===== src/rtl/se_pkg.sv =====
package se_pkg;

    typedef enum logic [2:0] {
        S_IDLE,
        S_HDR,
        S_DATA,
        S_RDOUT,
        S_DONE
    } fe_state_t;

    // opcode field following the start bit
    localparam logic [1:0] OPC_SPECIAL = 2'b00;
    localparam logic [1:0] OPC_WRITE   = 2'b01;
    localparam logic [1:0] OPC_READ    = 2'b10;
    localparam logic [1:0] OPC_ERASE   = 2'b11;

    // sub-code in the top two address-field bits under OPC_SPECIAL
    localparam logic [1:0] SUB_LOCK    = 2'b00;
    localparam logic [1:0] SUB_FILL    = 2'b01;
    localparam logic [1:0] SUB_WIPE    = 2'b10;
    localparam logic [1:0] SUB_UNLOCK  = 2'b11;

    // request codes towards the programming sequencer
    localparam logic [1:0] PG_WRITE    = 2'd0;
    localparam logic [1:0] PG_ERASE    = 2'd1;
    localparam logic [1:0] PG_FILL     = 2'd2;
    localparam logic [1:0] PG_WIPE     = 2'd3;

endpackage


===== src/rtl/se_edge.sv =====
module se_edge (
    input  logic clk,
    input  logic rst_n,
    input  logic sck_i,
    input  logic cs_i,
    output logic sck_rise_o,
    output logic cs_fall_o
);

    logic sck_q;
    logic cs_q;

    always_ff @(posedge clk or negedge rst_n) begin
        if (!rst_n) begin
            sck_q <= 1'b0;
            cs_q  <= 1'b0;
        end else begin
            sck_q <= sck_i;
            cs_q  <= cs_i;
        end
    end

    assign sck_rise_o = sck_i & ~sck_q;
    assign cs_fall_o  = cs_q & ~cs_i;

endmodule


===== src/rtl/se_rdout.sv =====
module se_rdout #(
    parameter int WORD_W = 16,
    parameter int ADDR_W = 7
) (
    input  logic              clk,
    input  logic              rst_n,
    input  logic              start_i,
    input  logic [ADDR_W-1:0] addr_i,
    input  logic              step_i,
    input  logic [WORD_W-1:0] mem_rdata_i,
    output logic              dout_o,
    output logic              mem_rd_en_o,
    output logic [ADDR_W-1:0] mem_addr_o
);

    localparam int BW = $clog2(WORD_W);

    logic [ADDR_W-1:0] addr_q;
    logic [WORD_W-1:0] nxt_q;
    logic [WORD_W-1:0] sh_q;
    logic [BW-1:0]     bcnt_q;
    logic              rd_en_q;
    logic              rd_q;
    logic              dout_q;

    always_ff @(posedge clk or negedge rst_n) begin
        if (!rst_n) begin
            addr_q  <= '0;
            nxt_q   <= '0;
            sh_q    <= '0;
            bcnt_q  <= '0;
            rd_en_q <= 1'b0;
            rd_q    <= 1'b0;
            dout_q  <= 1'b0;
        end else begin
            rd_en_q <= 1'b0;
            rd_q    <= rd_en_q;
            if (start_i) begin
                addr_q  <= addr_i;
                rd_en_q <= 1'b1;
                dout_q  <= 1'b0;
                bcnt_q  <= '0;
            end else if (step_i) begin
                if (bcnt_q == '0) begin
                    dout_q  <= nxt_q[WORD_W-1];
                    sh_q    <= {nxt_q[WORD_W-2:0], 1'b0};
                    bcnt_q  <= BW'(WORD_W-1);
                    rd_en_q <= 1'b1;
                end else begin
                    dout_q <= sh_q[WORD_W-1];
                    sh_q   <= {sh_q[WORD_W-2:0], 1'b0};
                    bcnt_q <= bcnt_q - BW'(1);
                end
            end
            if (rd_q) begin
                nxt_q  <= mem_rdata_i;
                addr_q <= addr_q + ADDR_W'(1);
            end
        end
    end

    assign dout_o      = dout_q;
    assign mem_rd_en_o = rd_en_q;
    assign mem_addr_o  = addr_q;


    fetch_gap_chk: assert property (@(posedge clk) disable iff (!rst_n)
        rd_en_q |=> !rd_en_q);

endmodule


===== src/rtl/se_wel.sv =====
module se_wel #(
    parameter int WORD_W = 16,
    parameter int ADDR_W = 7
) (
    input  logic              clk,
    input  logic              rst_n,
    input  logic              en_set_i,
    input  logic              en_clr_i,
    input  logic              pend_set_i,
    input  logic [1:0]        pend_op_i,
    input  logic [ADDR_W-1:0] pend_addr_i,
    input  logic [WORD_W-1:0] pend_data_i,
    input  logic              cs_fall_i,
    input  logic              start_seen_i,
    input  logic              busy_i,
    output logic              prog_req_o,
    output logic [1:0]        prog_op_o,
    output logic [ADDR_W-1:0] prog_addr_o,
    output logic [WORD_W-1:0] prog_data_o,
    output logic              stat_arm_o
);

    logic              we_q;
    logic              pv_q;
    logic [1:0]        pop_q;
    logic [ADDR_W-1:0] paddr_q;
    logic [WORD_W-1:0] pdata_q;
    logic              req_q;
    logic [1:0]        rop_q;
    logic [ADDR_W-1:0] raddr_q;
    logic [WORD_W-1:0] rdata_q;
    logic              stat_q;

    always_ff @(posedge clk or negedge rst_n) begin
        if (!rst_n) begin
            we_q    <= 1'b0;
            pv_q    <= 1'b0;
            pop_q   <= '0;
            paddr_q <= '0;
            pdata_q <= '0;
            req_q   <= 1'b0;
            rop_q   <= '0;
            raddr_q <= '0;
            rdata_q <= '0;
            stat_q  <= 1'b0;
        end else begin
            req_q <= 1'b0;
            if (en_set_i) we_q <= 1'b1;
            if (en_clr_i) we_q <= 1'b0;
            if (pend_set_i) begin
                pv_q    <= 1'b1;
                pop_q   <= pend_op_i;
                paddr_q <= pend_addr_i;
                pdata_q <= pend_data_i;
            end
            if (cs_fall_i) begin
                pv_q <= 1'b0;
                if (pv_q && we_q && !busy_i) begin
                    req_q   <= 1'b1;
                    rop_q   <= pop_q;
                    raddr_q <= paddr_q;
                    rdata_q <= pdata_q;
                    stat_q  <= 1'b1;
                end
            end
            if (start_seen_i) stat_q <= 1'b0;
        end
    end

    assign prog_req_o  = req_q;
    assign prog_op_o   = rop_q;
    assign prog_addr_o = raddr_q;
    assign prog_data_o = rdata_q;
    assign stat_arm_o  = stat_q;


    req_needs_en_chk: assert property (@(posedge clk) disable iff (!rst_n)
        prog_req_o |-> $past(we_q));


    req_pulse_chk: assert property (@(posedge clk) disable iff (!rst_n)
        prog_req_o |=> !prog_req_o);


    req_at_fall_chk: assert property (@(posedge clk) disable iff (!rst_n)
        prog_req_o |-> $past(cs_fall_i));

endmodule


===== src/rtl/se_front.sv =====
module se_front #(
    parameter int WORD_W = 16,
    localparam int ADDR_W = (WORD_W == 16) ? 7 : 8
) (
    input  logic              clk,
    input  logic              rst_n,
    input  logic              cs_i,
    input  logic              sck_i,
    input  logic              di_i,
    output logic              do_o,
    output logic              do_oe_o,
    output logic              mem_rd_en_o,
    output logic [ADDR_W-1:0] mem_addr_o,
    input  logic [WORD_W-1:0] mem_rdata_i,
    output logic              prog_req_o,
    output logic [1:0]        prog_op_o,
    output logic [ADDR_W-1:0] prog_addr_o,
    output logic [WORD_W-1:0] prog_data_o,
    input  logic              prog_busy_i
);

    import se_pkg::*;

    localparam int AF_W    = ADDR_W + 1;
    localparam int HDR_W   = AF_W + 2;
    localparam int FLD_MAX = (HDR_W > WORD_W) ? HDR_W : WORD_W;
    localparam int CNT_W   = $clog2(FLD_MAX + 1);

    fe_state_t state_q, state_d;

    logic              sck_rise, cs_fall;
    logic [HDR_W-2:0]  hdr_q;
    logic [HDR_W-1:0]  hdr_nx;
    logic [WORD_W-2:0] wd_q;
    logic [WORD_W-1:0] wd_nx;
    logic [CNT_W-1:0]  cnt_q;
    logic [1:0]        dop_q;
    logic [ADDR_W-1:0] tgt_q;
    logic [1:0]        opc, sub;
    logic [ADDR_W-1:0] fld_addr;
    logic              last_hdr, last_dat;
    logic              rd_dout, stat_arm;
    logic              en_set, en_clr, pend_set, rd_start, rd_step, start_seen;
    logic [1:0]        pend_op;
    logic [ADDR_W-1:0] pend_addr;
    logic [WORD_W-1:0] pend_data;

    se_edge u_edge (
        .clk        (clk),
        .rst_n      (rst_n),
        .sck_i      (sck_i),
        .cs_i       (cs_i),
        .sck_rise_o (sck_rise),
        .cs_fall_o  (cs_fall)
    );

    assign hdr_nx   = {hdr_q, di_i};
    assign wd_nx    = {wd_q, di_i};
    assign opc      = hdr_nx[HDR_W-1 -: 2];
    assign sub      = hdr_nx[AF_W-1 -: 2];
    assign fld_addr = hdr_nx[ADDR_W-1:0];
    assign last_hdr = cs_i && sck_rise && (state_q == S_HDR)
                      && (cnt_q == CNT_W'(HDR_W-1));
    assign last_dat = cs_i && sck_rise && (state_q == S_DATA)
                      && (cnt_q == CNT_W'(WORD_W-1));

    // next state
    always_comb begin
        state_d = state_q;
        if (!cs_i) begin
            state_d = S_IDLE;
        end else begin
            unique case (state_q)
                S_IDLE:  if (sck_rise && di_i) state_d = S_HDR;
                S_HDR: begin
                    if (last_hdr) begin
                        if (opc == OPC_READ)
                            state_d = S_RDOUT;
                        else if (opc == OPC_WRITE)
                            state_d = S_DATA;
                        else if (opc == OPC_SPECIAL && sub == SUB_FILL)
                            state_d = S_DATA;
                        else
                            state_d = S_DONE;
                    end
                end
                S_DATA:  if (last_dat) state_d = S_DONE;
                S_RDOUT: state_d = S_RDOUT;
                S_DONE:  state_d = S_DONE;
                default: state_d = S_IDLE;
            endcase
        end
    end

    // state register
    always_ff @(posedge clk or negedge rst_n) begin
        if (!rst_n) state_q <= S_IDLE;
        else        state_q <= state_d;
    end

    // field shifters and bit counter
    always_ff @(posedge clk or negedge rst_n) begin
        if (!rst_n) begin
            hdr_q <= '0;
            wd_q  <= '0;
            cnt_q <= '0;
            dop_q <= '0;
            tgt_q <= '0;
        end else if (!cs_i) begin
            cnt_q <= '0;
        end else if (sck_rise) begin
            case (state_q)
                S_HDR: begin
                    hdr_q <= hdr_nx[HDR_W-2:0];
                    cnt_q <= last_hdr ? '0 : cnt_q + CNT_W'(1);
                    if (last_hdr) begin
                        tgt_q <= fld_addr;
                        dop_q <= (opc == OPC_WRITE) ? PG_WRITE : PG_FILL;
                    end
                end
                S_DATA: begin
                    wd_q  <= wd_nx[WORD_W-2:0];
                    cnt_q <= cnt_q + CNT_W'(1);
                end
                default: cnt_q <= '0;
            endcase
        end
    end

    // outputs and decode strobes
    always_comb begin
        en_set     = 1'b0;
        en_clr     = 1'b0;
        pend_set   = 1'b0;
        pend_op    = PG_WRITE;
        pend_addr  = fld_addr;
        pend_data  = wd_nx;
        rd_start   = 1'b0;
        start_seen = cs_i && sck_rise && di_i && (state_q == S_IDLE);
        rd_step    = cs_i && sck_rise && (state_q == S_RDOUT);
        if (last_hdr) begin
            unique case (opc)
                OPC_READ:  rd_start = 1'b1;
                OPC_ERASE: begin
                    pend_set = 1'b1;
                    pend_op  = PG_ERASE;
                end
                OPC_SPECIAL: begin
                    unique case (sub)
                        SUB_UNLOCK: en_set = 1'b1;
                        SUB_LOCK:   en_clr = 1'b1;
                        SUB_WIPE: begin
                            pend_set = 1'b1;
                            pend_op  = PG_WIPE;
                        end
                        SUB_FILL:   pend_set = 1'b0;
                    endcase
                end
                OPC_WRITE: pend_set = 1'b0;
            endcase
        end
        if (last_dat) begin
            pend_set  = 1'b1;
            pend_op   = dop_q;
            pend_addr = tgt_q;
        end
        do_oe_o = cs_i && ((state_q == S_RDOUT) || (state_q == S_IDLE && stat_arm));
        do_o    = (state_q == S_RDOUT) ? rd_dout : ~prog_busy_i;
    end

    se_rdout #(.WORD_W(WORD_W), .ADDR_W(ADDR_W)) u_rdout (
        .clk         (clk),
        .rst_n       (rst_n),
        .start_i     (rd_start),
        .addr_i      (fld_addr),
        .step_i      (rd_step),
        .mem_rdata_i (mem_rdata_i),
        .dout_o      (rd_dout),
        .mem_rd_en_o (mem_rd_en_o),
        .mem_addr_o  (mem_addr_o)
    );

    se_wel #(.WORD_W(WORD_W), .ADDR_W(ADDR_W)) u_wel (
        .clk          (clk),
        .rst_n        (rst_n),
        .en_set_i     (en_set),
        .en_clr_i     (en_clr),
        .pend_set_i   (pend_set),
        .pend_op_i    (pend_op),
        .pend_addr_i  (pend_addr),
        .pend_data_i  (pend_data),
        .cs_fall_i    (cs_fall),
        .start_seen_i (start_seen),
        .busy_i       (prog_busy_i),
        .prog_req_o   (prog_req_o),
        .prog_op_o    (prog_op_o),
        .prog_addr_o  (prog_addr_o),
        .prog_data_o  (prog_data_o),
        .stat_arm_o   (stat_arm)
    );


    start_chk: assert property (@(posedge clk) disable iff (!rst_n)
        (state_q == S_HDR && $past(state_q == S_IDLE)) |-> $past(di_i && cs_i));


    cs_low_idle_chk: assert property (@(posedge clk) disable iff (!rst_n)
        !cs_i |=> (state_q == S_IDLE));


    fetch_in_read_chk: assert property (@(posedge clk) disable iff (!rst_n)
        mem_rd_en_o |-> (state_q == S_RDOUT));

endmodule


===== config.mk =====
export PLATFORM = sky130hd
export DESIGN_NAME = se_front
export DESIGN_NICKNAME = d
export VERILOG_FILES = /design/src/rtl/se_pkg.sv /design/src/rtl/se_edge.sv /design/src/rtl/se_rdout.sv /design/src/rtl/se_wel.sv /design/src/rtl/se_front.sv
export SDC_FILE = /design/constraint.sdc
export NUM_CORES = 1
export LEC_CHECK = 0
export BUFFER_PORTS_ARGS = -buffer_cell sky130_fd_sc_hd__buf_4
export CAP_MARGIN = 10
export CORE_MARGIN = 10
export CORE_UTILIZATION = 25
export CTS_BUF_LIST = sky130_fd_sc_hd__clkbuf_8
export CTS_CLUSTER_SIZE = 25
export DETAILED_ROUTE_END_ITERATION = 16
export SKIP_LAST_GASP = 1
export SYNTH_ARGS = -nofsm -noshare
export SYNTH_HDL_FRONTEND = slang
export SYNTH_SLANG_ARGS = --single-unit
export TNS_END_PERCENT = 1

===== constraint.sdc =====
create_clock -name clk -period 2.73 [get_ports clk]
set_clock_uncertainty 0.15 [all_clocks]
set_input_delay 0 -clock clk [delete_from_list [all_inputs] [get_ports clk]]
set_output_delay 0 -clock clk [all_outputs]
set_load 0.005 [all_outputs]

==> flow_summary_export.csv, run 1 <==
group,metric,value,unit
synthesis,synth_cells,488,
sta,setup_violations,0,
setup_path,path_cells,"ha_1 > and3_1 > ha_1 > inv_1 > or4_4 > o31a_1 > buf_12 > mux2_4",
synthesis,synthesis.area,0.00610,sq mm
floorplanning,ios,58,
sta,fin_ws,213,ps
pwr,vdd_drop_max,0.000281,V
pwr,p_per_area,547,mW/mm^2
synthesis,synth_top_area_share,0.578,
setup_path,worst-setup-path-type,"reg2reg",
status,status,"finished, violations left",
final_layout,final_nets,600,
cts,cts_tree,"yes",
pwr,power_leakage,3.70,nW
cts,cts.root.buffer_cell,"clkbuf_8",
setup_path,slowest_stage,"or4_4",
grt,antenna_found_initial,0,
placed_design,dp_hpwl,8.64,mm
floorplanning,die_y,176,microns
synthesis,syn_nets,519,
final_layout,final_cell_mix,"dfrtp_1 (141), buf_4 (65), mux2_2 (64), nand2_1 (48), o21ai_0 (31)",
synthesis,yosysTopAreaCell,"dfrtp_1",
sta,rsz0062_at_grt,"no",
placed_design,dp_slack,242,ps
cts,cts_setup_buffers,0,
floorplanning,die_w,176,microns
setup_path,cp-end-kind,"register",
grt,grt_use_met3,0.0286,
floorplanning,start_util,0.252,
synthesis,yosys_warnings,0,
synthesis,synthArstFlopShare,1.00,
cts,cts_resized,0,
setup_path,crit_family,"simple AND/OR/NAND/NOR gates",
grt,met2_usage,0.129,
final_layout,drive_above_1_share,0.326,
status,violations,"hold timing",
drt,drtIter0Drc,262,
sta,timing.final.crit_share,0.922,
cts,cts_max_path_buffers,2,
cts,cts_sinks,141,
floorplanning,placementRows,57,
sta,worstMarginPinSlew,727,ps
grt,grt_pass1_wl,21.5,mm
grt,grt_util_met1,0.112,
cts,h-tree-depth,4,
setup_path,cp_max_fo,24,
setup_path,cpMostUsedCell,"ha_1",
synthesis,synth_edf_count,0,
drt,drc,0,
synthesis,ys_types,59,
grt,grt_usage,0.0857,
placed_design,port_buffers,57,
floorplanning,core,0.0242,sq mm
drt,avgViaCountPerCell,4.32,
run,max_cap_viol_count,0,
grt,grt_max_degree,77,
sta,fmaxAchievable,0.397,GHz
sta,fin_tns_setup,0,ps
sta,relSlewSlack,0.515,
synthesis,synthFlopType,"dfrtp_1",
drt,num_vias,3917,
setup_path,worstPathRequired,2920,ps
floorplanning,dieArea,0.0311,sq mm
synthesis,ys_seq_area_frac,0.578,
cts,cts_buffers,17,
cts,clock_latency,450,ps
setup_path,cpPeakStageDelay,560,ps
placed_design,place.gp.congestion,0.751,
drt,wl,12.7,mm
grt,grt_pass1_vias,4069,
sta,slew_viol_final,0,
final_layout,num_antenna_cells,0,
grt,grt_busiest_layer,"met2",
drt,routedWlPerCell,14.0,microns
setup_path,cp-start-kind,"register",
synthesis,synthTopCellsByArea,"dfrtp_1 (58%), mux2_2 (12%), mux2_4 (3.0%)",
setup_path,worstPathArrival,2700,ps
sta,finalWorstPathRequiredPeriod,2520,ps
final_layout,layout_commonest_cell,"dfrtp_1",
setup_path,crit_buf_inv,2,
drt,ant_nets,0,
sta,holdWs,-0.628,ps
final_layout,area_growth,24.5,%
synthesis,ys_seq_elements,141,
cts,path_clk_slew,80,ps
synthesis,avgSynthCellArea,12.5,sq um
drt,dr.pass1.iters,4,
hold_path,hp-class,"in2async",
sta,hold_viol,3,
grt,overflow,0,
==> final timing paths <==
path	slack, ps	endpoint	from	cells past startpoint
setup / recovery	210	u_wel.pdata_q[10]	cnt_q[0]	8
hold / removal	-0.6	u_rdout.nxt_q[9]	rst_n	2
setup reg to reg	210	u_wel.pdata_q[10]	cnt_q[0]	8
hold reg to reg	280	u_rdout.rd_q	u_rdout.mem_rd_en_o	0
max in group asynchronous	1760	tgt_q[3]	rst_n	3
min in group clk	130	u_edge.sck_q	sck_i	2
==> synthesized netlist by cell type, drive strengths merged, types with 5 or more instances <==
master	n
mux2	76
and2	5
ha	9
dfrtp	141
nand2	48
nor3	10
nor3b	5
o21ai	31
a221o	5
nor2	11
inv	20
buf	9
clkbuf	19
a21oi	11
nand3	10
mux2i	15
==> worst reg2reg max path, delay by kind of cell (launching register included) <==
kind / cells / cell delay (ps)
flops: 1 / 420
simple gates: 2 / 730
mux: 1 / 330
buf+inv: 2 / 240
compound gates: 1 / 160
fa+ha+maj: 2 / 380
==> per-layer routing <==
| layer | part of all wire | wire length (microns) |
|---|---|---|
| met5 | 0 | 0 |
| met4 | 0.012 | 148 |
| met2 | 0.45 | 5690 |
| met1 | 0.49 | 6230 |
| met3 | 0.051 | 655 |
==> layout make-up <==
| cell class | instances | area [sq um] |
|---|---|---|
| clock inverter | 15 | 211 |
| clock buffer | 17 | 234 |
| timing repair buffer | 90 | 769 |
| multi-input combinational | 299 | 2370 |
| fill | 2425 | 16600 |
| tap | 324 | 405 |
| sequential | 141 | 3530 |
| inverter | 20 | 75.1 |
==> logic make-up (layout without fill, tap and decap cells) <==
family | count (synthesis) | in the layout | synth area share
fa+ha+maj | 9 | 9 | 0.0185
flops | 141 | 141 | 0.578
simple gates | 115 | 115 | 0.0997
buf+inv | 48 | 142 | 0.0351
xor+xnor | 3 | 3 | 0.00431
mux | 91 | 91 | 0.172
compound gates | 81 | 81 | 0.0921
==> registers in the layout, summed over array words and instances (netlist names), 4 cells and up <==
signal / flops
tgt_q: 7
u_rdout.nxt_q: 16
u_rdout.mem_addr_o: 7
cnt_q: 5
hdr_q: 9
wd_q: 15
u_rdout.bcnt_q: 4
u_wel.prog_addr_o: 7
u_wel.paddr_q: 7
u_rdout.sh_q: 15
u_wel.prog_data_o: 16
u_wel.pdata_q: 16
==> report_power, final <==
group / switching [mW] / total [mW] / internal [mW]
logic: 0.0812 / 0.151 / 0.0696
registers: 0.0148 / 2.11 / 2.10
clock network: 0.875 / 1.89 / 1.01
==> metrics by stage <==
stage          hold WS (ps)  std cells  instance area (sq um)  utilization  power, mW
2_1_floorplan          -446        488                   6100            -       2.20
3_3_place_gp          -52.2        853                   6940        0.287       2.29
3_5_place_dp          -49.1        853                   6940        0.287       2.29
4_1_cts                17.1        906                   7590        0.314       4.22
5_1_grt                44.8        906                   7590        0.314       4.33
6_report             -0.628        906                   7590        0.314       4.15
==> what timing repair did <==
item / CTS / global route
endpoints found under the hold margin: 176 / 0
endpoints found under the setup margin: 0 / 0
hold buffers: 21 / 0
Power figures use the tool's default switching activity.
==> inputs of run 2 (changes only) <==
Settings changed: CTS_BUF_LIST sky130_fd_sc_hd__clkbuf_8 to sky130_fd_sc_hd__clkbuf_4 sky130_fd_sc_hd__clkbuf_8 sky130_fd_sc_hd__clkbuf_16.
==> flow_summary_export.csv, run 2 (same netlist as run 1, synthesis figures left out) <==
group,metric,value,unit
setup_path,cp-end-kind,"register",
cts,path_clk_slew,60,ps
drt,routedWlPerCell,14.2,microns
grt,grt_max_degree,77,
drt,ant_nets,0,
setup_path,worstPathRequired,2890,ps
cts,cts_max_path_buffers,2,
drt,wl,12.8,mm
floorplanning,ios,58,
final_layout,final_cell_mix,"dfrtp_1 (141), buf_4 (65), mux2_2 (64), nand2_1 (48), o21ai_0 (31)",
sta,worstMarginPinSlew,727,ps
drt,drtIter0Drc,210,
setup_path,worst-setup-path-type,"reg2reg",
sta,rsz0062_at_grt,"no",
setup_path,r2r_start,"cnt_q[0]",
pwr,p_sw,1.06,mW
setup_path,slowest_stage,"or4_4",
placed_design,port_buffers,57,
cts,cts_sinks,141,
setup_path,worstPathArrival,2660,ps
pwr,p_per_area,615,mW/mm^2
sta,setup_violations,0,
final_layout,final_nets,600,
sta,finalWorstPathRequiredPeriod,2500,ps
status,status,"complete, no violations",
grt,grt_usage,0.0867,
final_layout,area_growth,27.7,%
cts,cts.root.buffer_cell,"clkbuf_16",
cts,cts_setup_buffers,0,
floorplanning,placementRows,57,
setup_path,cp_max_fo,24,
final_layout,seq_area,0.00353,sq mm
sta,slew_viol_final,0,
sta,timing.final.crit_share,0.915,
grt,overflow,0,
cts,clock_latency,430,ps
grt,grt_pass1_wl,21.7,mm
sta,relSlewSlack,0.515,
cts,cts_buffers,17,
grt,antenna_found_initial,0,
pwr,p_sw_frac,0.221,
setup_path,cp-start-kind,"register",
sta,fmaxAchievable,0.400,GHz
drt,num_vias,3937,
drt,dr.pass1.iters,4,
floorplanning,dieArea,0.0311,sq mm
placed_design,dp_hpwl,8.64,mm
sta,hold_viol,0,
placed_design,place.gp.congestion,0.751,
cts,cts_hold_buf,21,
final_layout,nFillCells,2400,
floorplanning,core,0.0242,sq mm
setup_path,r2r_cells,8,
pwr,power_leakage,3.79,nW
final_layout,drive_above_1_share,0.328,
grt,grt_pass1_vias,4090,
floorplanning,die_w,176,microns
final_layout,layout_commonest_cell,"dfrtp_1",
floorplanning,die_y,176,microns
cts,cts_resized,0,
final_layout,multi_input_area,0.00237,sq mm
cts,h-tree-depth,4,
pwr,power_frac_comb,0.032,
setup_path,reg2reg_slack,230,ps
floorplanning,start_util,0.252,
cts,cts_tree,"yes",
drt,avgViaCountPerCell,4.35,
pwr,power.total,4.79,mW
drt,drc,0,
pwr,seq_power_share,0.442,
pwr,vdd_drop_max,0.000399,V
final_layout,num_antenna_cells,0,
hold_path,hp-class,"in2async",
setup_path,cpMostUsedCell,"ha_1",
setup_path,reg2reg_to,"u_wel.pdata_q[5]",
sta,fin_tns_setup,0,ps
pwr,p_clk_frac,0.526,
setup_path,cpPeakStageDelay,560,ps
setup_path,path_cells,"ha_1 > and3_1 > ha_1 > inv_1 > or4_4 > o31a_1 > buf_12 > mux2_4",
pwr,p_int,3.73,mW
run,max_cap_viol_count,0,
-- run 2: cell types whose count changed in the layout (fill, tap and decap cells not counted), sizes merged --
cell and change:
clkbuf +1, inv -1
-- run 2: how the worst max path moves through the flow --
stage / start / to / slack (ps)
after floorplan: cnt_q[0] / u_wel.pdata_q[10] / 350
after global placement: cnt_q[0] / u_wel.pdata_q[6] / 310
after detailed placement: cnt_q[0] / u_wel.pdata_q[7] / 240
after CTS: cnt_q[0] / u_wel.pdata_q[10] / 230
after global routing: cnt_q[0] / u_wel.pdata_q[10] / 150
final: cnt_q[0] / u_wel.pdata_q[5] / 230
-- run 2: metal layers --
layer	track usage	vias to the layer above	part of all wire
met5	0	-	0
met3	0.0280	12	0.051
met1	0.113	1948	0.49
met2	0.130	70	0.45
met4	0.0360	0	0.012
li1	-	1907	-
-- run 2: through the flow --
step                 util  instance area, sq um  std cells  worst slack [ps]  hold slack [ps]
finish              0.322                  7790        906               232             20.5
global route        0.322                  7790        906               148             86.5
detailed placement  0.287                  6940        853               242            -49.1
CTS                 0.322                  7790        906               232             64.7
floorplan               -                  6100        488               345             -446
global placement    0.287                  6940        853               307            -52.2
-- run 2: critical path: cells and delay by family, from the launching register on --
| family | cells | cell delay (ps) |
|---|---|---|
| muxes | 1 | 310 |
| buffers and inverters | 2 | 240 |
| and+or+nand+nor | 2 | 730 |
| DFF | 1 | 410 |
| AOI/OAI and AO/OA | 1 | 160 |
| adders and majority gates | 2 | 380 |
-- run 2: cell type report --
type	count	area share
sequential	141	0.453
multi-input combinational	299	0.304
timing repair buffer	90	0.0988
clock buffer	18	0.0556
tap	324	0.0520
clock inverter	14	0.0267
inverter	20	0.00964
-- run 2: power groups by stage --
stage / combinational [mW] / clock, mW / sequential [mW]
floorplan: 0.0457 / 0 / 2.15
global placement: 0.132 / 0 / 2.16
detailed placement: 0.132 / 0 / 2.16
CTS: 0.157 / 2.57 / 2.12
global route: 0.171 / 2.68 / 2.12
finish: 0.151 / 2.52 / 2.12
==> inputs of run 3 (changes only) <==
Settings changed: CORE_ASPECT_RATIO set to 1.4, PLACE_DENSITY_LB_ADDON set to 0.25.
==> flow_summary_export.csv, run 3 (same netlist as run 1, synthesis figures left out) <==
group,metric,value,unit
final_layout,area_growth,25.8,%
setup_path,cp_max_fo,24,
pwr,power.total,4.45,mW
cts,clock_latency,420,ps
grt,overflow,0,
sta,slew_viol_final,0,
grt,grt_pass1_vias,4330,
floorplanning,dieArea,0.0311,sq mm
cts,h-tree-depth,4,
sta,setup_violations,0,
placed_design,place.gp.congestion,0.744,
cts,cts_buffers,17,
sta,relSlewSlack,0.470,
setup_path,cp-startpoint,"cnt_q[0]",
setup_path,reg2reg_slack,260,ps
placed_design,port_buffers,57,
setup_path,worstPathRequired,2870,ps
run,max_cap_viol_count,0,
grt,antenna_found_initial,0,
sta,rsz0062_at_grt,"no",
sta,holdWs,50.4,ps
pwr,p_per_area,580,mW/mm^2
grt,grt_max_degree,85,
final_layout,drive_above_1_share,0.327,
drt,wl,12.8,mm
floorplanning,placementRows,67,
final_layout,seq_area,0.00353,sq mm
drt,drtIter0Drc,153,
cts,cts_max_path_buffers,2,
floorplanning,ios,58,
setup_path,worst-setup-path-type,"reg2reg",
final_layout,final_cell_mix,"dfrtp_1 (141), buf_4 (65), mux2_2 (64), nand2_1 (48), o21ai_0 (31)",
floorplanning,core,0.0240,sq mm
drt,ant_nets,0,
drt,avgViaCountPerCell,4.42,
final_layout,nFillCells,2485,
sta,finalWorstPathRequiredPeriod,2470,ps
setup_path,cp-end-kind,"register",
status,status,"complete, no violations",
cts,cts.root.buffer_cell,"clkbuf_16",
drt,routedWlPerCell,14.4,microns
cts,cts_setup_buffers,0,
final_layout,num_antenna_cells,0,
cts,cts_resized,0,
floorplanning,die_y,205,microns
pwr,power_leakage,3.74,nW
final_layout,final_nets,599,
sta,fmaxAchievable,0.404,GHz
final_layout,layout_commonest_cell,"dfrtp_1",
hold_path,hp-class,"in2async",
cts,path_clk_slew,70,ps
cts,cts_tree,"yes",
setup_path,worstPathArrival,2620,ps
setup_path,r2r_start,"cnt_q[0]",
cts,cts_hold_buf,21,
grt,grt_pass1_wl,22.2,mm
setup_path,cp-start-kind,"register",
drt,num_vias,3935,
sta,fin_ws,255,ps
grt,grt_usage,0.0865,
sta,fin_tns_setup,0,ps
pwr,vdd_drop_max,0.000431,V
floorplanning,die_w,152,microns
final_layout,final_core_util,0.320,
cts,cts_sinks,141,
setup_path,endpoint,"u_wel.paddr_q[4]",
setup_path,r2r_cells,8,
placed_design,dp_hpwl,8.97,mm
drt,dr.pass1.iters,4,
floorplanning,start_util,0.255,
sta,timing.final.crit_share,0.907,
sta,hold_viol,0,
drt,drc,0,
sta,worstMarginPinSlew,796,ps
final_layout,multi_input_area,0.00237,sq mm
placed_design,dp_slack,247,ps
setup_path,reg2reg_to,"u_wel.paddr_q[4]",
-- run 3: changes by cell type in the layout (fill, tap and decap cells not counted) --
cell,change
clkbuf_8,+1
clkbuf_4,-1
clkinvlp_4,+1
inv_6,+1
bufinv_16,-4
clkinv_4,+1
inv_8,+1
buf_12,-1
-- run 3: how the worst min path moves through the flow --
stage / startpoint / cells past startpoint / to / slack [ps]
2_1_floorplan: rst_n / 0 / cnt_q[0] / -450
3_3_place_gp: rst_n / 1 / u_wel.prog_data_o[5] / -40
3_5_place_dp: rst_n / 1 / u_wel.prog_data_o[5] / -30
4_1_cts: rst_n / 2 / u_wel.prog_data_o[5] / 80
5_1_grt: rst_n / 2 / u_wel.pdata_q[5] / 140
6_report: rst_n / 2 / u_wel.prog_data_o[5] / 50
-- run 3: per-stage QoR --
step                area [sq um]  instances
CTS                         7670        891
finish                      7670        891
global route                7670        891
global placement            6900        838
detailed placement          6900        838
floorplan                   6100        488
-- run 3: metal layers --
metal,vias up,global-route usage,share of wire
met5,-,0,0
met4,0,0.0362,0.019
met3,17,0.0269,0.041
met2,64,0.147,0.50
met1,1960,0.0988,0.44
li1,1894,-,-
-- run 3: report_power, final --
| part | switching, mW | internal [mW] | total (mW) |
|---|---|---|---|
| Sequential | 0.0159 | 2.10 | 2.12 |
| Clock | 0.967 | 1.22 | 2.18 |
| Combinational | 0.0818 | 0.0676 | 0.149 |
| Total | 1.07 | 3.39 | 4.45 |
-- run 3: final cells by class --
class,count,share of cell area
clock buffer,18,0.0572
inverter,20,0.00978
sequential,141,0.460
multi-input combinational,299,0.309
clock inverter,14,0.0161
tap,310,0.0505
timing repair buffer,89,0.0977
-- run 3: critical path, stage by stage, from the launching register on --
cell and delay, ps:
dfrtp_1 400, ha_1 210, and3_1 170, ha_1 160, inv_1 60, or4_4 550, o31a_1 160, buf_12 180
a221o_1 300
